`src/rtl/nand_seq_pkg.sv`:
```
package nand_seq_pkg;

    typedef enum logic [2:0] {
        ST_READ     = 3'd0,
        ST_PROGRAM  = 3'd1,
        ST_ERASE    = 3'd2,
        ST_READ_ID  = 3'd3,
        ST_STATUS   = 3'd4,
        ST_COPYBACK = 3'd5,
        ST_OTHER    = 3'd6
    } seq_state_e;

    typedef enum logic [2:0] {
        OP_NONE       = 3'd0,
        OP_LOAD       = 3'd1,
        OP_PROG_SETUP = 3'd2,
        OP_PROGRAM    = 3'd3,
        OP_ERASE      = 3'd4,
        OP_STATUS     = 3'd5,
        OP_ID         = 3'd6,
        OP_RESET      = 3'd7
    } op_kind_e;

    typedef enum logic [4:0] {
        CL_READ_A, CL_READ_B, CL_READ_C, CL_READ_CONFIRM, CL_NOSER_CONFIRM,
        CL_RAND_COL, CL_RAND_CONFIRM, CL_READ_ID, CL_RESET, CL_PROG_SETUP,
        CL_PROG_CONFIRM, CL_CACHE_CONFIRM, CL_ERASE_SETUP, CL_ERASE_CONFIRM,
        CL_STATUS, CL_COPYBACK, CL_UNKNOWN
    } cmd_class_e;

    localparam logic [7:0] OPC_READ_A        = 8'h00;
    localparam logic [7:0] OPC_READ_B        = 8'h01;
    localparam logic [7:0] OPC_READ_C        = 8'h50;
    localparam logic [7:0] OPC_READ_CONFIRM  = 8'h30;
    localparam logic [7:0] OPC_NOSER_CONFIRM = 8'h35;
    localparam logic [7:0] OPC_RAND_COL      = 8'h05;
    localparam logic [7:0] OPC_RAND_CONFIRM  = 8'hE0;
    localparam logic [7:0] OPC_READ_ID       = 8'h90;
    localparam logic [7:0] OPC_RESET         = 8'hFF;
    localparam logic [7:0] OPC_PROG_SETUP    = 8'h80;
    localparam logic [7:0] OPC_PROG_CONFIRM  = 8'h10;
    localparam logic [7:0] OPC_CACHE_CONFIRM = 8'h15;
    localparam logic [7:0] OPC_ERASE_SETUP   = 8'h60;
    localparam logic [7:0] OPC_ERASE_CONFIRM = 8'hD0;
    localparam logic [7:0] OPC_STATUS        = 8'h70;
    localparam logic [7:0] OPC_COPYBACK      = 8'h85;

endpackage

```
`src/rtl/nand_opcode_decode.sv`:
```
module nand_opcode_decode
    import nand_seq_pkg::*;
(
    input  logic [7:0]  opcode,
    output cmd_class_e  cls
);
    always_comb begin
        unique case (opcode)
            OPC_READ_A:        cls = CL_READ_A;
            OPC_READ_B:        cls = CL_READ_B;
            OPC_READ_C:        cls = CL_READ_C;
            OPC_READ_CONFIRM:  cls = CL_READ_CONFIRM;
            OPC_NOSER_CONFIRM: cls = CL_NOSER_CONFIRM;
            OPC_RAND_COL:      cls = CL_RAND_COL;
            OPC_RAND_CONFIRM:  cls = CL_RAND_CONFIRM;
            OPC_READ_ID:       cls = CL_READ_ID;
            OPC_RESET:         cls = CL_RESET;
            OPC_PROG_SETUP:    cls = CL_PROG_SETUP;
            OPC_PROG_CONFIRM:  cls = CL_PROG_CONFIRM;
            OPC_CACHE_CONFIRM: cls = CL_CACHE_CONFIRM;
            OPC_ERASE_SETUP:   cls = CL_ERASE_SETUP;
            OPC_ERASE_CONFIRM: cls = CL_ERASE_CONFIRM;
            OPC_STATUS:        cls = CL_STATUS;
            OPC_COPYBACK:      cls = CL_COPYBACK;
            default:           cls = CL_UNKNOWN;
        endcase
    end
endmodule

```
`src/rtl/nand_addr_reg.sv`:
```
module nand_addr_reg #(
    parameter int ADDR_BYTES = 5,
    parameter int COL_BITS   = 16,
    parameter int ROW_SHIFT  = 16,
    parameter bit WIDE_BUS   = 1'b0,
    localparam int ADDR_W    = 8 * ADDR_BYTES,
    localparam int CNT_W     = $clog2(ADDR_BYTES + 1)
) (
    input  logic              clk,
    input  logic              rst_n,
    input  logic              clr_all,
    input  logic              clr_col,
    input  logic              clr_cnt,
    input  logic              erase_fix,
    input  logic              byte_en,
    input  logic [7:0]        byte_in,
    output logic [ADDR_W-1:0] addr_q,
    output logic [ADDR_W-1:0] addr_nx,
    output logic [CNT_W-1:0]  cnt_q
);
    logic [CNT_W-1:0] cnt_nx;

    always_comb begin
        addr_nx = addr_q;
        cnt_nx  = cnt_q;
        if (clr_all) begin
            addr_nx = '0;
            cnt_nx  = '0;
        end else if (clr_col) begin
            addr_nx[COL_BITS-1:0] = '0;
            cnt_nx = '0;
        end else if (erase_fix) begin
            for (int i = 0; i < ADDR_BYTES; i++) begin
                if (i >= int'(cnt_q)) addr_nx[i*8 +: 8] = 8'h00;
            end
            addr_nx = addr_nx << ROW_SHIFT;
            cnt_nx  = '0;
        end else if (clr_cnt) begin
            cnt_nx = '0;
        end else if (byte_en && (cnt_q < CNT_W'(ADDR_BYTES))) begin
            addr_nx[int'(cnt_q)*8 +: 8] = byte_in;
            cnt_nx = cnt_q + 1'b1;
            if (WIDE_BUS && (cnt_nx == CNT_W'(2))) addr_nx = addr_nx << 1;
        end
    end

    always_ff @(posedge clk or negedge rst_n) begin
        if (!rst_n) begin
            addr_q <= '0;
            cnt_q  <= '0;
        end else begin
            addr_q <= addr_nx;
            cnt_q  <= cnt_nx;
        end
    end
endmodule

```
`src/rtl/nand_seq_fsm.sv`:
```
module nand_seq_fsm
    import nand_seq_pkg::*;
#(
    parameter bit LARGE_PAGE  = 1'b1,
    parameter int ADDR_BYTES  = 5,
    parameter int PAGE_BYTES  = 2048,
    parameter int START_CYC   = 4,
    localparam int ADDR_W     = 8 * ADDR_BYTES,
    localparam int CNT_W      = $clog2(ADDR_BYTES + 1),
    localparam int OFF_W      = $clog2(PAGE_BYTES) + 1
) (
    input  logic              clk,
    input  logic              rst_n,
    input  logic              wr_strobe,
    input  logic              chip_sel_n,
    input  logic              cmd_latch,
    input  logic              addr_latch,
    input  cmd_class_e        cls,
    input  logic [ADDR_W-1:0] addr_q,
    input  logic [ADDR_W-1:0] addr_nx,
    input  logic [CNT_W-1:0]  cnt_q,
    output logic              clr_all,
    output logic              clr_col,
    output logic              clr_cnt,
    output logic              erase_fix,
    output logic              byte_en,
    output seq_state_e        state_q,
    output logic              op_valid,
    output op_kind_e          op_kind,
    output logic [ADDR_W-1:0] op_addr,
    output logic [OFF_W-1:0]  col_offset
);
    seq_state_e       state_nx;
    logic [OFF_W-1:0] off_nx;
    logic             fire;
    op_kind_e         kind_nx;
    logic             use_nx;
    logic             cmd_we, adr_we, ignore_conf, rand_col;

    assign cmd_we      = wr_strobe && !chip_sel_n && cmd_latch;
    assign adr_we      = wr_strobe && !chip_sel_n && addr_latch && !cmd_latch;
    assign ignore_conf = LARGE_PAGE && (state_q == ST_READ) && (cls == CL_READ_CONFIRM);
    assign rand_col    = LARGE_PAGE && (cls == CL_RAND_COL);

    always_comb begin
        state_nx  = state_q;
        off_nx    = col_offset;
        fire      = 1'b0;
        kind_nx   = OP_NONE;
        use_nx    = 1'b0;
        clr_all   = 1'b0;
        clr_col   = 1'b0;
        clr_cnt   = 1'b0;
        erase_fix = 1'b0;
        byte_en   = 1'b0;
        if (cmd_we && !ignore_conf) begin
            if (rand_col) begin
                clr_col = 1'b1;
            end else begin
                clr_cnt = (cls != CL_RAND_CONFIRM);
                unique case (cls)
                    CL_READ_A: begin
                        state_nx = ST_READ;
                        off_nx   = '0;
                    end
                    CL_READ_B: begin
                        state_nx = ST_READ;
                        off_nx   = OFF_W'(256);
                    end
                    CL_READ_C: begin
                        state_nx = ST_READ;
                        off_nx   = OFF_W'(PAGE_BYTES);
                    end
                    CL_PROG_SETUP:  state_nx = ST_PROGRAM;
                    CL_ERASE_SETUP: state_nx = ST_ERASE;
                    CL_READ_ID:     state_nx = ST_READ_ID;
                    CL_COPYBACK:    state_nx = ST_COPYBACK;
                    CL_STATUS: begin
                        state_nx = ST_STATUS;
                        fire     = 1'b1;
                        kind_nx  = OP_STATUS;
                    end
                    CL_PROG_CONFIRM: begin
                        state_nx = ST_OTHER;
                        fire     = 1'b1;
                        kind_nx  = OP_PROGRAM;
                    end
                    CL_ERASE_CONFIRM: begin
                        state_nx  = ST_OTHER;
                        erase_fix = 1'b1;
                        fire      = 1'b1;
                        kind_nx   = OP_ERASE;
                        use_nx    = 1'b1;
                    end
                    CL_NOSER_CONFIRM, CL_RAND_CONFIRM: begin
                        state_nx = ST_OTHER;
                        fire     = LARGE_PAGE;
                        kind_nx  = LARGE_PAGE ? OP_LOAD : OP_NONE;
                    end
                    CL_RESET: begin
                        state_nx = ST_READ;
                        off_nx   = '0;
                        clr_all  = 1'b1;
                        fire     = 1'b1;
                        kind_nx  = OP_RESET;
                        use_nx   = 1'b1;
                    end
                    default: state_nx = ST_OTHER;
                endcase
            end
        end else if (adr_we) begin
            byte_en = 1'b1;
            use_nx  = 1'b1;
            if (cnt_q < CNT_W'(ADDR_BYTES)) begin
                if ((state_q == ST_READ_ID) && (cnt_q == '0)) begin
                    fire    = 1'b1;
                    kind_nx = OP_ID;
                end
                if (cnt_q == CNT_W'(START_CYC - 1)) begin
                    if (state_q == ST_READ) begin
                        fire    = 1'b1;
                        kind_nx = OP_LOAD;
                    end else if (state_q == ST_PROGRAM) begin
                        fire    = 1'b1;
                        kind_nx = OP_PROG_SETUP;
                    end
                end
            end
        end
    end

    always_ff @(posedge clk or negedge rst_n) begin
        if (!rst_n) state_q <= ST_READ;
        else        state_q <= state_nx;
    end

    always_ff @(posedge clk or negedge rst_n) begin
        if (!rst_n) begin
            op_valid   <= 1'b0;
            op_kind    <= OP_NONE;
            op_addr    <= '0;
            col_offset <= '0;
        end else begin
            op_valid   <= fire;
            op_kind    <= kind_nx;
            col_offset <= off_nx;
            if (fire) op_addr <= use_nx ? addr_nx : addr_q;
        end
    end
endmodule

```
`src/rtl/nand_cmd_seq.sv`:
```
module nand_cmd_seq
    import nand_seq_pkg::*;
#(
    parameter bit  LARGE_PAGE = 1'b1,
    parameter bit  BIG_DEVICE = 1'b0,
    parameter bit  WIDE_BUS   = 1'b0,
    parameter int  ADDR_BYTES = 5,
    parameter int  PAGE_BYTES = 2048,
    localparam int ADDR_W     = 8 * ADDR_BYTES,
    localparam int CNT_W      = $clog2(ADDR_BYTES + 1),
    localparam int OFF_W      = $clog2(PAGE_BYTES) + 1
) (
    input  logic              clk,
    input  logic              rst_n,
    input  logic              wr_strobe,
    input  logic              chip_sel_n,
    input  logic              cmd_latch,
    input  logic              addr_latch,
    input  logic [7:0]        bus_in,
    output logic              op_valid,
    output logic [2:0]        op_kind,
    output logic [ADDR_W-1:0] op_addr,
    output logic [OFF_W-1:0]  col_offset,
    output logic [2:0]        cmd_state,
    output logic [CNT_W-1:0]  addr_count
);
    localparam int COL_BITS  = LARGE_PAGE ? 16 : 8;
    localparam int START_CYC = !LARGE_PAGE ? 3 : (BIG_DEVICE ? 5 : 4);

    cmd_class_e        cls;
    seq_state_e        state_q;
    op_kind_e          kind_q;
    logic [ADDR_W-1:0] addr_q, addr_nx;
    logic              clr_all, clr_col, clr_cnt, erase_fix, byte_en;

    nand_opcode_decode u_decode (
        .opcode (bus_in),
        .cls    (cls)
    );

    nand_addr_reg #(
        .ADDR_BYTES (ADDR_BYTES),
        .COL_BITS   (COL_BITS),
        .ROW_SHIFT  (COL_BITS),
        .WIDE_BUS   (WIDE_BUS)
    ) u_addr (
        .clk       (clk),
        .rst_n     (rst_n),
        .clr_all   (clr_all),
        .clr_col   (clr_col),
        .clr_cnt   (clr_cnt),
        .erase_fix (erase_fix),
        .byte_en   (byte_en),
        .byte_in   (bus_in),
        .addr_q    (addr_q),
        .addr_nx   (addr_nx),
        .cnt_q     (addr_count)
    );

    nand_seq_fsm #(
        .LARGE_PAGE (LARGE_PAGE),
        .ADDR_BYTES (ADDR_BYTES),
        .PAGE_BYTES (PAGE_BYTES),
        .START_CYC  (START_CYC)
    ) u_fsm (
        .clk        (clk),
        .rst_n      (rst_n),
        .wr_strobe  (wr_strobe),
        .chip_sel_n (chip_sel_n),
        .cmd_latch  (cmd_latch),
        .addr_latch (addr_latch),
        .cls        (cls),
        .addr_q     (addr_q),
        .addr_nx    (addr_nx),
        .cnt_q      (addr_count),
        .clr_all    (clr_all),
        .clr_col    (clr_col),
        .clr_cnt    (clr_cnt),
        .erase_fix  (erase_fix),
        .byte_en    (byte_en),
        .state_q    (state_q),
        .op_valid   (op_valid),
        .op_kind    (kind_q),
        .op_addr    (op_addr),
        .col_offset (col_offset)
    );

    assign cmd_state = state_q;
    assign op_kind   = kind_q;
endmodule

```
`config.mk`:
```
export PLATFORM = sky130hd
export DESIGN_NAME = nand_cmd_seq
export DESIGN_NICKNAME = d
export VERILOG_FILES = /design/src/rtl/nand_seq_pkg.sv /design/src/rtl/nand_opcode_decode.sv /design/src/rtl/nand_addr_reg.sv /design/src/rtl/nand_seq_fsm.sv /design/src/rtl/nand_cmd_seq.sv
export SDC_FILE = /design/constraint.sdc
export NUM_CORES = 1
export LEC_CHECK = 0
export BUFFER_PORTS_ARGS = -buffer_cell sky130_fd_sc_hd__buf_2
export CORE_MARGIN = 2
export CORE_UTILIZATION = 58
export DETAILED_ROUTE_END_ITERATION = 16
export PLACE_DENSITY_LB_ADDON = 0.12
export SETUP_SLACK_MARGIN = 0.15
export SYNTH_ARGS = -nofsm -noshare
export SYNTH_HDL_FRONTEND = slang
export SYNTH_HIERARCHICAL = 1
export SYNTH_SLANG_ARGS = --single-unit
```
`constraint.sdc`:
```
create_clock -name clk -period 3.9 [get_ports clk]
set_input_delay 0.585 -clock clk [delete_from_list [all_inputs] [get_ports clk]]
set_output_delay 0.585 -clock clk [all_outputs]
set_load 0.05 [all_outputs]
```
==> summary.txt, run 1 <==
Critical path
  – Critical path startpoint: bus_in[6]
  – CP endpoint kind: register
  – Startpoint class of the critical path: input pin
  – Crit path to: u_fsm/op_addr[20]
  – Worst reg2reg setup slack: 0.47 ns
  – Worst reg2reg path depth: 10
  – Kind of critical path: in2reg
  – Launching point of the worst reg2reg path: u_fsm/state_q[1]
  – Reg-to-reg critical path endpoint: u_fsm/op_addr[20]
  – Largest fanout on the critical path: 8
  – CP Data Arrival Time: 4.27 ns
  – Worst Path Required: 4.17 ns

Finish
  – Layout Cells excl Fill: 735
  – Most common cell after layout, fill and taps aside: sky130_fd_sc_hd__dfrtp_1
  – Share of post-route cells with drive strength above 1: 49.3%
  – Most frequent cells in the layout: 92 x sky130_fd_sc_hd__dfrtp_1, 80 x sky130_fd_sc_hd__mux2_4, 63 x sky130_fd_sc_hd__buf_4
  – Final core utilization: 75.7%
  – Final-stage net count: 620
  – ANT cells: 0
  – Synth-to-Final Area Change: 25.7%

Floorplanning
  – I/O pin count: 76
  – Initial Utilization: 60.2%
  – Width of the die: 102 um
  – Die ar.: 10400 um^2
  – Die Ht: 102 um
  – Core ar.: 9280 um^2
  – Placement row count: 35

Timing
  – Final critical delay including setup and external delays: 4.00 ns
  – Clock skew after layout: 0.0186 ns
  – Final clock period utilization by the worst path: 103%
  – Setup-failing EPs final: 1
  – Slew Limit Fails: 0
  – Final worst-path setup slack: -0.0997 ns
  – RSZ-0062 raised after global routing: true
  – Slew HR: 31.0%
  – Setup TNS: -0.0997 ns
  – Transition time at the pin with the least slew margin: 1.03 ns
  – Final number of hold-violating endpoints: 0
  – F_max: 250 MHz

Logic synthesis
  – Library cells used by synthesis: 71
  – Number of enable-type register cells in the synthesized netlist: 0
  – Sequential-to-total area share from yosys stat: 41.2%
  – Number of warnings printed during yosys synthesis: 6
  – Synthesized area divided by synthesized cell count: 11.6 um^2
  – Post-synthesis instance area: 5590 um^2
  – Flip-flop cell with the highest count after synthesis: sky130_fd_sc_hd__dfrtp_1
  – Flip-flop and latch count after synthesis: 92
  – Cell count after synthesis: 480
  – Share of flip-flops with an asynchronous set or reset after synthesis: 100%

Clock network
  – Total of hold buffers inserted after clock tree synthesis: 0
  – Clock input transition at the sequential cells of the worst setup and hold paths: 0.11 ns
  – Latest clock arrival within the worst-skew pair: 0.38 ns
  – H-tree depth: 3
  – Sinks on the clock net: 92
  – Clock tree root buffer cell: sky130_fd_sc_hd__clkbuf_8
  – Buffers from clock root to sink, at most: 2
  – CTS buffer count: 9
  – TritonCTS clock tree: built

Global routing
  – Pin count of the biggest net entering global routing: 82
  – Total routing usage reported by global routing: 26.6%
  – GR Layer Usage met2: 43.4%
  – Global-route wire length before repair: 21600 um
  – Antenna violations before repair: 0
  – Global routing met1 resource utilization: 36.6%
  – Total congestion overflow after global routing: 0
  – Via count of the first global-routing pass: 4329
  – Most Used Layer, Global Route: met2
  – Global Route met3 Usage: 3.97%

Min path
  – Type of the tightest min-delay check: in2async

Power
  – Leakage power: 3.54 nW
  – Pwr dens: 352 nW/um^2
  – Worst vdd ir: 0.000224 V
  – Total power draw: 2.48 mW

Detailed routing
  – Wire length per cell after detailed routing: 19.4 um
  – Remaining number of nets flagged by the antenna check after routing: 0
  – Aggregate routed wire length: 14300 um
  – Vias per std cell: 6.18
  – Length of the first detailed-routing pass in iterations: 5
  – Starting DRC count in detailed routing: 356
  – Remaining DRCs: 0
  – Overall via count from detail_route: 4544

Placed design
  – Detailed placement HPWL: 9420 um
  – Placer's final routability congestion estimate: 0.931
  – Number of input and output port buffers inserted: 65
  – DP Cell Count: 704

Status
  – Status: finished with violations
  – Violations in the final reports: setup timing

Flow run
  – Max-Cap Viols: 0
-- through the flow --
stage	hold WS, ns	cell area, um^2	worst slack [ns]
finish	0.358	7030	-0.0997
global route	0.465	7030	-0.215
CTS	0.422	6750	0.0728
detailed placement	0.488	6400	-0.440
global placement	0.487	6400	-0.364
floorplan	0.289	5690	-0.173
-- cells by family after synthesis --
group / synth area share [%]
AOI/OAI and AO/OA: 14.9
buffers and inverters: 5.46
muxes: 23.9
other: 0.0671
and+or+nand+nor: 12.7
adders and majority gates: 1.30
DFF: 41.2
xor gates and xnor gates: 0.470
-- synth_stat cells (5+ instances only) --
cell                        n  area, um^2
sky130_fd_sc_hd__a311oi_1   8        70.1
sky130_fd_sc_hd__nand2b_1   6        37.5
sky130_fd_sc_hd__nand2_1   22        82.6
sky130_fd_sc_hd__o21ai_0   21         105
sky130_fd_sc_hd__inv_1      7        26.3
sky130_fd_sc_hd__a32oi_1    6        52.6
sky130_fd_sc_hd__nor3_1     7        35.0
sky130_fd_sc_hd__buf_6      5        56.3
sky130_fd_sc_hd__nor4_1     5        31.3
sky130_fd_sc_hd__dfrtp_1   92        2300
sky130_fd_sc_hd__nand3_1    8        40.0
sky130_fd_sc_hd__a31oi_1    7        43.8
sky130_fd_sc_hd__clkbuf_1  12        45.0
sky130_fd_sc_hd__nor2_1    41         154
sky130_fd_sc_hd__a21oi_1   23         115
sky130_fd_sc_hd__mux2i_1    9        90.1
sky130_fd_sc_hd__ha_1       5        62.6
sky130_fd_sc_hd__nand3b_1   6        45.0
sky130_fd_sc_hd__a221oi_1  16         140
sky130_fd_sc_hd__buf_4     12        90.1
sky130_fd_sc_hd__mux2_4    80        1200
-- layer usage --
metal / part of all wire, % / vias to the layer above / wire length [um]
met3: 5.0 / 26 / 709
met2: 49 / 184 / 6960
li1: - / 2043 / -
met5: 0 / - / 0
met1: 44 / 2291 / 6340
met4: 1.7 / 0 / 240
-- worst min-delay path by stage --
stage / start / endpoint / slack (ns) / depth (start not counted)
after floorplan: rst_n / u_addr/addr_q[0] / 0.29 / 0
after global placement: u_fsm/op_addr[3] / u_fsm/op_addr[3] / 0.49 / 1
after detailed placement: u_fsm/op_addr[19] / u_fsm/op_addr[19] / 0.49 / 1
after CTS: rst_n / u_fsm/op_addr[29] / 0.42 / 1
after global routing: rst_n / u_fsm/op_addr[29] / 0.47 / 1
final: rst_n / u_fsm/op_addr[26] / 0.36 / 1
-- worst max-delay path: stages --
cell and delay (ns):
sky130_fd_sc_hd__buf_2 0.14, sky130_fd_sc_hd__and2_1 0.19, sky130_fd_sc_hd__a22oi_2 0.19, sky130_fd_sc_hd__a2bb2oi_1 0.18, sky130_fd_sc_hd__nand2_1 0.09, sky130_fd_sc_hd__buf_4 0.14
sky130_fd_sc_hd__nor2_1 0.13, sky130_fd_sc_hd__a31oi_1 0.12, sky130_fd_sc_hd__o31a_1 0.31, sky130_fd_sc_hd__a21boi_4 0.14, sky130_fd_sc_hd__or4_4 0.50, sky130_fd_sc_hd__o41a_1 0.49
sky130_fd_sc_hd__a221oi_1 0.37, sky130_fd_sc_hd__nor2_1 0.14, sky130_fd_sc_hd__mux2_4 0.28, sky130_fd_sc_hd__mux2_4 0.25
-- layout make-up --
type / count / area (um^2)
tap: 129 / 161
inverter: 7 / 26.3
clock inverter: 6 / 62.6
clock buffer: 10 / 138
multi-input combinational: 352 / 3340
sequential: 92 / 2300
fill: 645 / 2260
timing repair buffer: 139 / 995
-- report_power, final --
group	internal [mW]	switching (mW)	leakage, nW
Clock	0.270	0.389	0.104
Combinational	0.297	0.408	2.18
Sequential	1.03	0.0780	1.26
Total	1.60	0.875	3.54
-- flip-flops by register name, indices dropped and copies added, names as in the netlist --
| register | cells |
|---|---|
| u_fsm/col_offset | 2 |
| u_fsm/state_q | 3 |
| u_fsm/op_kind | 3 |
| u_fsm/op_addr | 40 |
| u_fsm/op_valid | 1 |
| u_addr/cnt_q | 3 |
| u_addr/addr_q | 40 |
-- repair_timing --
| action | in CTS | in global routing |
|---|---|---|
| gates resized for setup | 22 | 37 |
| buffers inserted | 4 | 10 |
| endpoints found under the setup margin | 21 | 31 |
| pin swaps | 4 | 19 |
| endpoints found under the hold margin | 0 | 0 |
| cloned | 0 | 1 |
No activity file was read; power rests on OpenSTA's default activity.
==> run 2: changes to the inputs <==
- CELL_PAD_IN_SITES_DETAIL_PLACEMENT: not set -> 0
- CELL_PAD_IN_SITES_GLOBAL_PLACEMENT: not set -> 1
- CORE_UTILIZATION: 58 -> 47
==> run 2 against run 1 <==
The flow finishes with violations (DRC). Non-clock buffer count increased by 18. Power increased by 12%. Final cell count increased by 4.4%. Hold slack improved by 0.016 ns. Sequential share of layout area decreased by 1.5 points. Largest power group unchanged. Wire length about the same. Highest routed layer unchanged. Global-route usage decreased by 4.3 points. Via count decreased by 2.9%. Sequential power about the same.
==> summary.txt, run 2 (synthesis results as in run 1) <==
Finish
  – Filler Cells Inserted: 894
  – Combined area of the multi-input logic cells: 3430 um^2
  – Layout Cells excl Fill: 767
  – Most frequent cells in the layout: 92 x sky130_fd_sc_hd__dfrtp_1, 80 x sky130_fd_sc_hd__mux2_4, 77 x sky130_fd_sc_hd__buf_4
  – Final core utilization: 64.0%
  – Final non-filler cell area: 7370 um^2
  – Final-stage net count: 638
  – Most common cell after layout, fill and taps aside: sky130_fd_sc_hd__dfrtp_1
  – Register cell area after layout: 2300 um^2
  – ANT cells: 0
  – Share of post-route cells with drive strength above 1: 51.3%
  – Biggest registers after layout: u_addr/addr_q x40, u_fsm/op_addr x40
  – Synth-to-Final Area Change: 31.9%

Global routing
  – Pin count of the biggest net entering global routing: 74
  – Most Used Layer, Global Route: met2
  – Global routing met1 resource utilization: 32.0%
  – Via count of the first global-routing pass: 4394
  – Total congestion overflow after global routing: 0
  – Global Route met3 Usage: 3.43%
  – Global-route wire length before repair: 23100 um
  – Antenna violations before repair: 0
  – GR Layer Usage met2: 35.4%
  – Total routing usage reported by global routing: 22.3%

Timing
  – Transition time at the pin with the least slew margin: 0.911 ns
  – Clock skew after layout: 0.00876 ns
  – RSZ-0062 raised after global routing: true
  – Setup-failing EPs final: 0
  – Slew HR: 39.3%
  – Final critical delay including setup and external delays: 3.89 ns
  – Final clock period utilization by the worst path: 99.7%
  – Setup TNS: 0 ns
  – Final Hold Slack: 0.374 ns
  – Slew Limit Fails: 0
  – Final worst-path setup slack: 0.00993 ns
  – Final number of hold-violating endpoints: 0
  – F_max: 257 MHz

Power
  – Worst vdd ir: 0.000224 V
  – Leakage power: 3.68 nW
  – Pwr dens: 375 nW/um^2
  – Total power draw: 2.77 mW

Floorplanning
  – Width of the die: 113 um
  – Placement row count: 39
  – Die Ht: 113 um
  – Die ar.: 12800 um^2
  – Initial Utilization: 48.5%
  – I/O pin count: 76
  – Core ar.: 11500 um^2

Clock network
  – Latest clock arrival within the worst-skew pair: 0.34 ns
  – Sinks on the clock net: 92
  – Clock tree root buffer cell: sky130_fd_sc_hd__clkbuf_16
  – CTS buffer count: 9
  – Clock input transition at the sequential cells of the worst setup and hold paths: 0.07 ns
  – TritonCTS clock tree: built
  – Total of hold buffers inserted after clock tree synthesis: 0
  – Buffers from clock root to sink, at most: 2
  – H-tree depth: 3

Placed design
  – Placer's final routability congestion estimate: 0.940
  – Number of input and output port buffers inserted: 65
  – DP Cell Count: 724
  – Cell area reported after detailed placement: 6450 um^2
  – Detailed placement HPWL: 9630 um
  – Setup Slack @ Placement: -0.500 ns

Critical path
  – Largest fanout on the critical path: 5
  – Kind of critical path: in2reg
  – Worst reg2reg path depth: 10
  – Startpoint class of the critical path: input pin
  – Worst Path Required: 4.13 ns
  – CP Data Arrival Time: 4.12 ns
  – Worst reg2reg setup slack: 0.58 ns
  – Reg-to-reg critical path endpoint: u_fsm/op_addr[17]
  – CP endpoint kind: register
  – Launching point of the worst reg2reg path: u_addr/cnt_q[1]

Status
  – Status: finished with violations
  – Violations in the final reports: DRC

Detailed routing
  – Remaining DRCs: 5
  – Vias per std cell: 5.75
  – Wire length per cell after detailed routing: 18.6 um
  – Overall via count from detail_route: 4410
  – Length of the first detailed-routing pass in iterations: 10
  – Remaining number of nets flagged by the antenna check after routing: 0
  – Starting DRC count in detailed routing: 351
  – Aggregate routed wire length: 14200 um

Min path
  – Type of the tightest min-delay check: in2async

Flow run
  – Max-Cap Viols: 0
-- run 2: how the worst max path moves through the flow --
stage | from | end | depth (start not counted)
after floorplan | bus_in[1] | u_fsm/op_addr[17] | 13
after global placement | bus_in[3] | u_fsm/op_addr[22] | 16
after detailed placement | bus_in[1] | u_fsm/op_addr[34] | 15
after CTS | bus_in[3] | u_fsm/op_addr[16] | 18
after global routing | bus_in[0] | u_fsm/op_addr[16] | 16
final | bus_in[0] | u_fsm/op_addr[34] | 15
-- run 2: metal layers --
metal  share of wire, %  vias up  wire, um
li1                   -     2084         -
met1                 47     2190      6690
met2                 47      111      6750
met3                3.7       25       526
met4                1.9        0       275
met5                  0        -         0
-- run 2: timing repair --
action,4_1_cts,5_1_grt
setup endpoints to repair,40,43
hold endpoints to repair,0,0
gates resized for setup,34,41
gates cloned,0,1
pin swaps,22,18
setup buffers,18,8
-- run 2: area by class of cell --
type / count / share of cell area, %
multi-input combinational: 352 / 46.6
sequential: 92 / 31.2
timing repair buffer: 157 / 15.2
clock buffer: 9 / 3.06
tap: 143 / 2.43
clock inverter: 7 / 1.09
inverter: 7 / 0.357
-- run 2: report_power, final --
part / total [mW] / internal (mW) / switching (mW)
Clock: 0.911 / 0.508 / 0.403
Combinational: 0.740 / 0.326 / 0.414
Sequential: 1.11 / 1.03 / 0.0799
Total: 2.77 / 1.87 / 0.897
-- run 2: worst max-delay path, cell delays in order --
cell and delay (ns):
sky130_fd_sc_hd__buf_2 0.14, sky130_fd_sc_hd__or4_4 0.56, sky130_fd_sc_hd__buf_6 0.16, sky130_fd_sc_hd__a31oi_4 0.17, sky130_fd_sc_hd__a2111oi_4 0.07, sky130_fd_sc_hd__nand2b_4 0.15
sky130_fd_sc_hd__o31a_1 0.30, sky130_fd_sc_hd__a21boi_4 0.15, sky130_fd_sc_hd__or4_4 0.44, sky130_fd_sc_hd__o41a_1 0.40, sky130_fd_sc_hd__buf_6 0.17, sky130_fd_sc_hd__a221oi_4 0.22
sky130_fd_sc_hd__nor2_2 0.08, sky130_fd_sc_hd__mux2_4 0.27, sky130_fd_sc_hd__mux2_4 0.25
==> run 3: changes to the inputs <==
- CORE_MARGIN: 2 -> 5
==> run 3 against run 2 <==
Register-to-register slack improved by 0.04 ns. Combinational power about the same. Flip-flop and latch count unchanged. Critical path type unchanged. Design area increased by 0.93%. Non-clock buffer count increased by 5. Largest cell class unchanged. Clock skew about the same. Wire length increased by 3.2%. Maximum frequency increased by 1.8%. Sequential power about the same. The run now ends clean. Sequential share of layout area decreased by 0.29 points. Largest power group unchanged. Critical path depth increased by 1.
==> summary.txt, run 3 (synthesis results as in run 1) <==
Detailed routing
  – Vias per std cell: 5.74
  – Aggregate routed wire length: 14700 um
  – Remaining number of nets flagged by the antenna check after routing: 0
  – Overall via count from detail_route: 4434
  – Wire length per cell after detailed routing: 19.0 um
  – Remaining DRCs: 0
  – Starting DRC count in detailed routing: 276
  – Length of the first detailed-routing pass in iterations: 6

Critical path
  – Largest fanout on the critical path: 8
  – Kind of critical path: in2reg
  – Worst reg2reg path depth: 10
  – CP endpoint kind: register
  – Reg-to-reg critical path endpoint: u_fsm/op_addr[19]
  – CP Data Arrival Time: 4.06 ns
  – Startpoint class of the critical path: input pin
  – Launching point of the worst reg2reg path: u_addr/cnt_q[1]
  – Worst reg2reg setup slack: 0.62 ns
  – Worst Path Required: 4.14 ns

Finish
  – Share of post-route cells with drive strength above 1: 52.0%
  – ANT cells: 0
  – Final non-filler cell area: 7440 um^2
  – Most common cell after layout, fill and taps aside: sky130_fd_sc_hd__dfrtp_1
  – Most frequent cells in the layout: 92 x sky130_fd_sc_hd__dfrtp_1, 86 x sky130_fd_sc_hd__buf_4, 80 x sky130_fd_sc_hd__mux2_4
  – Synth-to-Final Area Change: 33.1%
  – Layout Cells excl Fill: 772
  – Biggest registers after layout: u_addr/addr_q x40, u_fsm/op_addr x40
  – Final-stage net count: 643

Floorplanning
  – Placement row count: 39
  – Initial Utilization: 48.5%
  – Core ar.: 11500 um^2
  – I/O pin count: 76
  – Die Ht: 119 um
  – Die ar.: 14200 um^2
  – Width of the die: 119 um

Power
  – Proportion of total power due to net switching: 31.6%
  – Internal power component: 1.93 mW
  – Pwr dens: 379 nW/um^2
  – Worst vdd ir: 0.000224 V
  – Switching Power: 0.891 mW
  – Clock network fraction of design power: 34.3%
  – Total power draw: 2.82 mW
  – Leakage power: 3.69 nW
  – Share of total power in sequential cells: 39.6%
  – Gate power share: 26.1%

Timing
  – Slew Limit Fails: 0
  – Setup TNS: 0 ns
  – RSZ-0062 raised after global routing: true
  – Final clock period utilization by the worst path: 98.0%
  – Slew HR: 57.2%
  – Final critical delay including setup and external delays: 3.82 ns
  – Transition time at the pin with the least slew margin: 0.642 ns
  – Final number of hold-violating endpoints: 0
  – Setup-failing EPs final: 0
  – Clock skew after layout: 0.00907 ns
  – Final worst-path setup slack: 0.0774 ns
  – F_max: 262 MHz

Global routing
  – Pin count of the biggest net entering global routing: 50
  – Via count of the first global-routing pass: 4415
  – Antenna violations before repair: 0
  – Total routing usage reported by global routing: 20.4%
  – Global-route wire length before repair: 23500 um
  – Total congestion overflow after global routing: 0

Clock network
  – Clock input transition at the sequential cells of the worst setup and hold paths: 0.07 ns
  – Total of hold buffers inserted after clock tree synthesis: 0
  – Latest clock arrival within the worst-skew pair: 0.35 ns
  – TritonCTS clock tree: built
  – Sinks on the clock net: 92
  – Clock tree root buffer cell: sky130_fd_sc_hd__clkbuf_16
  – CTS buffer count: 9
  – Buffers from clock root to sink, at most: 2
  – H-tree depth: 3

Status
  – Status: completed

Placed design
  – Placer's final routability congestion estimate: 0.961
  – DP Cell Count: 725
  – Number of input and output port buffers inserted: 65
  – Cell area reported after detailed placement: 6460 um^2
  – Detailed placement HPWL: 10000 um
  – Setup Slack @ Placement: -0.429 ns

Min path
  – Type of the tightest min-delay check: in2async

Flow run
  – Max-Cap Viols: 0
==> run 3: worst max-delay path by stage <==
stage / start / cells past startpoint / slack, ns / to
5_1_grt: bus_in[3] / 16 / -0.02 / u_fsm/op_addr[19]
6_report: bus_in[3] / 16 / 0.08 / u_fsm/op_addr[19]
2_1_floorplan: bus_in[1] / 13 / -0.17 / u_fsm/op_addr[17]
4_1_cts: bus_in[3] / 16 / 0.1 / u_fsm/op_addr[16]
3_3_place_gp: bus_in[1] / 15 / -0.38 / u_fsm/op_addr[36]
3_5_place_dp: bus_in[1] / 16 / -0.43 / u_fsm/op_addr[37]
==> run 3: power groups by stage <==
stage / sequential, mW / clock [mW] / combinational (mW)
after CTS: 1.11 / 0.992 / 0.657
after global placement: 1.12 / 0 / 0.606
after detailed placement: 1.12 / 0 / 0.618
after floorplan: 1.14 / 0 / 0.411
after global routing: 1.13 / 1.03 / 0.801
final: 1.12 / 0.967 / 0.738
==> run 3: repair_timing <==
item	in CTS	in global routing
buffers inserted	10	20
endpoints found under the setup margin	24	44
resized for setup	30	41
cloned	0	1
pin swaps	22	25
==> run 3: layout make-up <==
class	count	area [um^2]
Tap cell	143	179
Clock inverter	7	111
Multi-Input combinational cell	352	3430
Inverter	7	26.3
Clock buffer	9	225
Fill cell	911	4080
Timing Repair Buffer	162	1160
Sequential cell	92	2300
==> run 3: per-stage QoR <==
stage,utilization [%],hold WS (ns)
final,64.6,0.254
after global routing,64.6,0.307
after CTS,61.0,0.270
after detailed placement,56.1,0.489
after global placement,56.1,0.487
after floorplan,-,0.289
==> run 3: worst max-delay path, stage by stage <==
cell and delay [ns]:
sky130_fd_sc_hd__buf_8 0.10, sky130_fd_sc_hd__buf_6 0.11, sky130_fd_sc_hd__nor4_4 0.29, sky130_fd_sc_hd__a22oi_2 0.12
sky130_fd_sc_hd__o211ai_1 0.38, sky130_fd_sc_hd__a2111oi_4 0.07, sky130_fd_sc_hd__nand2b_4 0.16, sky130_fd_sc_hd__o31a_1 0.29
sky130_fd_sc_hd__a21boi_4 0.15, sky130_fd_sc_hd__or4_4 0.44, sky130_fd_sc_hd__o41a_1 0.34, sky130_fd_sc_hd__buf_6 0.16
sky130_fd_sc_hd__a221oi_2 0.22, sky130_fd_sc_hd__nor2_1 0.10, sky130_fd_sc_hd__mux2_4 0.29, sky130_fd_sc_hd__mux2_4 0.25
==> run 3: layer usage <==
layer / global-route usage, % / share of wire (%) / up-vias
li1: - / - / 2089
met1: 28.7 / 47 / 2204
met2: 32.3 / 47 / 125
met3: 2.37 / 4.6 / 16
met4: 8.04 / 1.8 / 0
met5: 0 / 0 / -
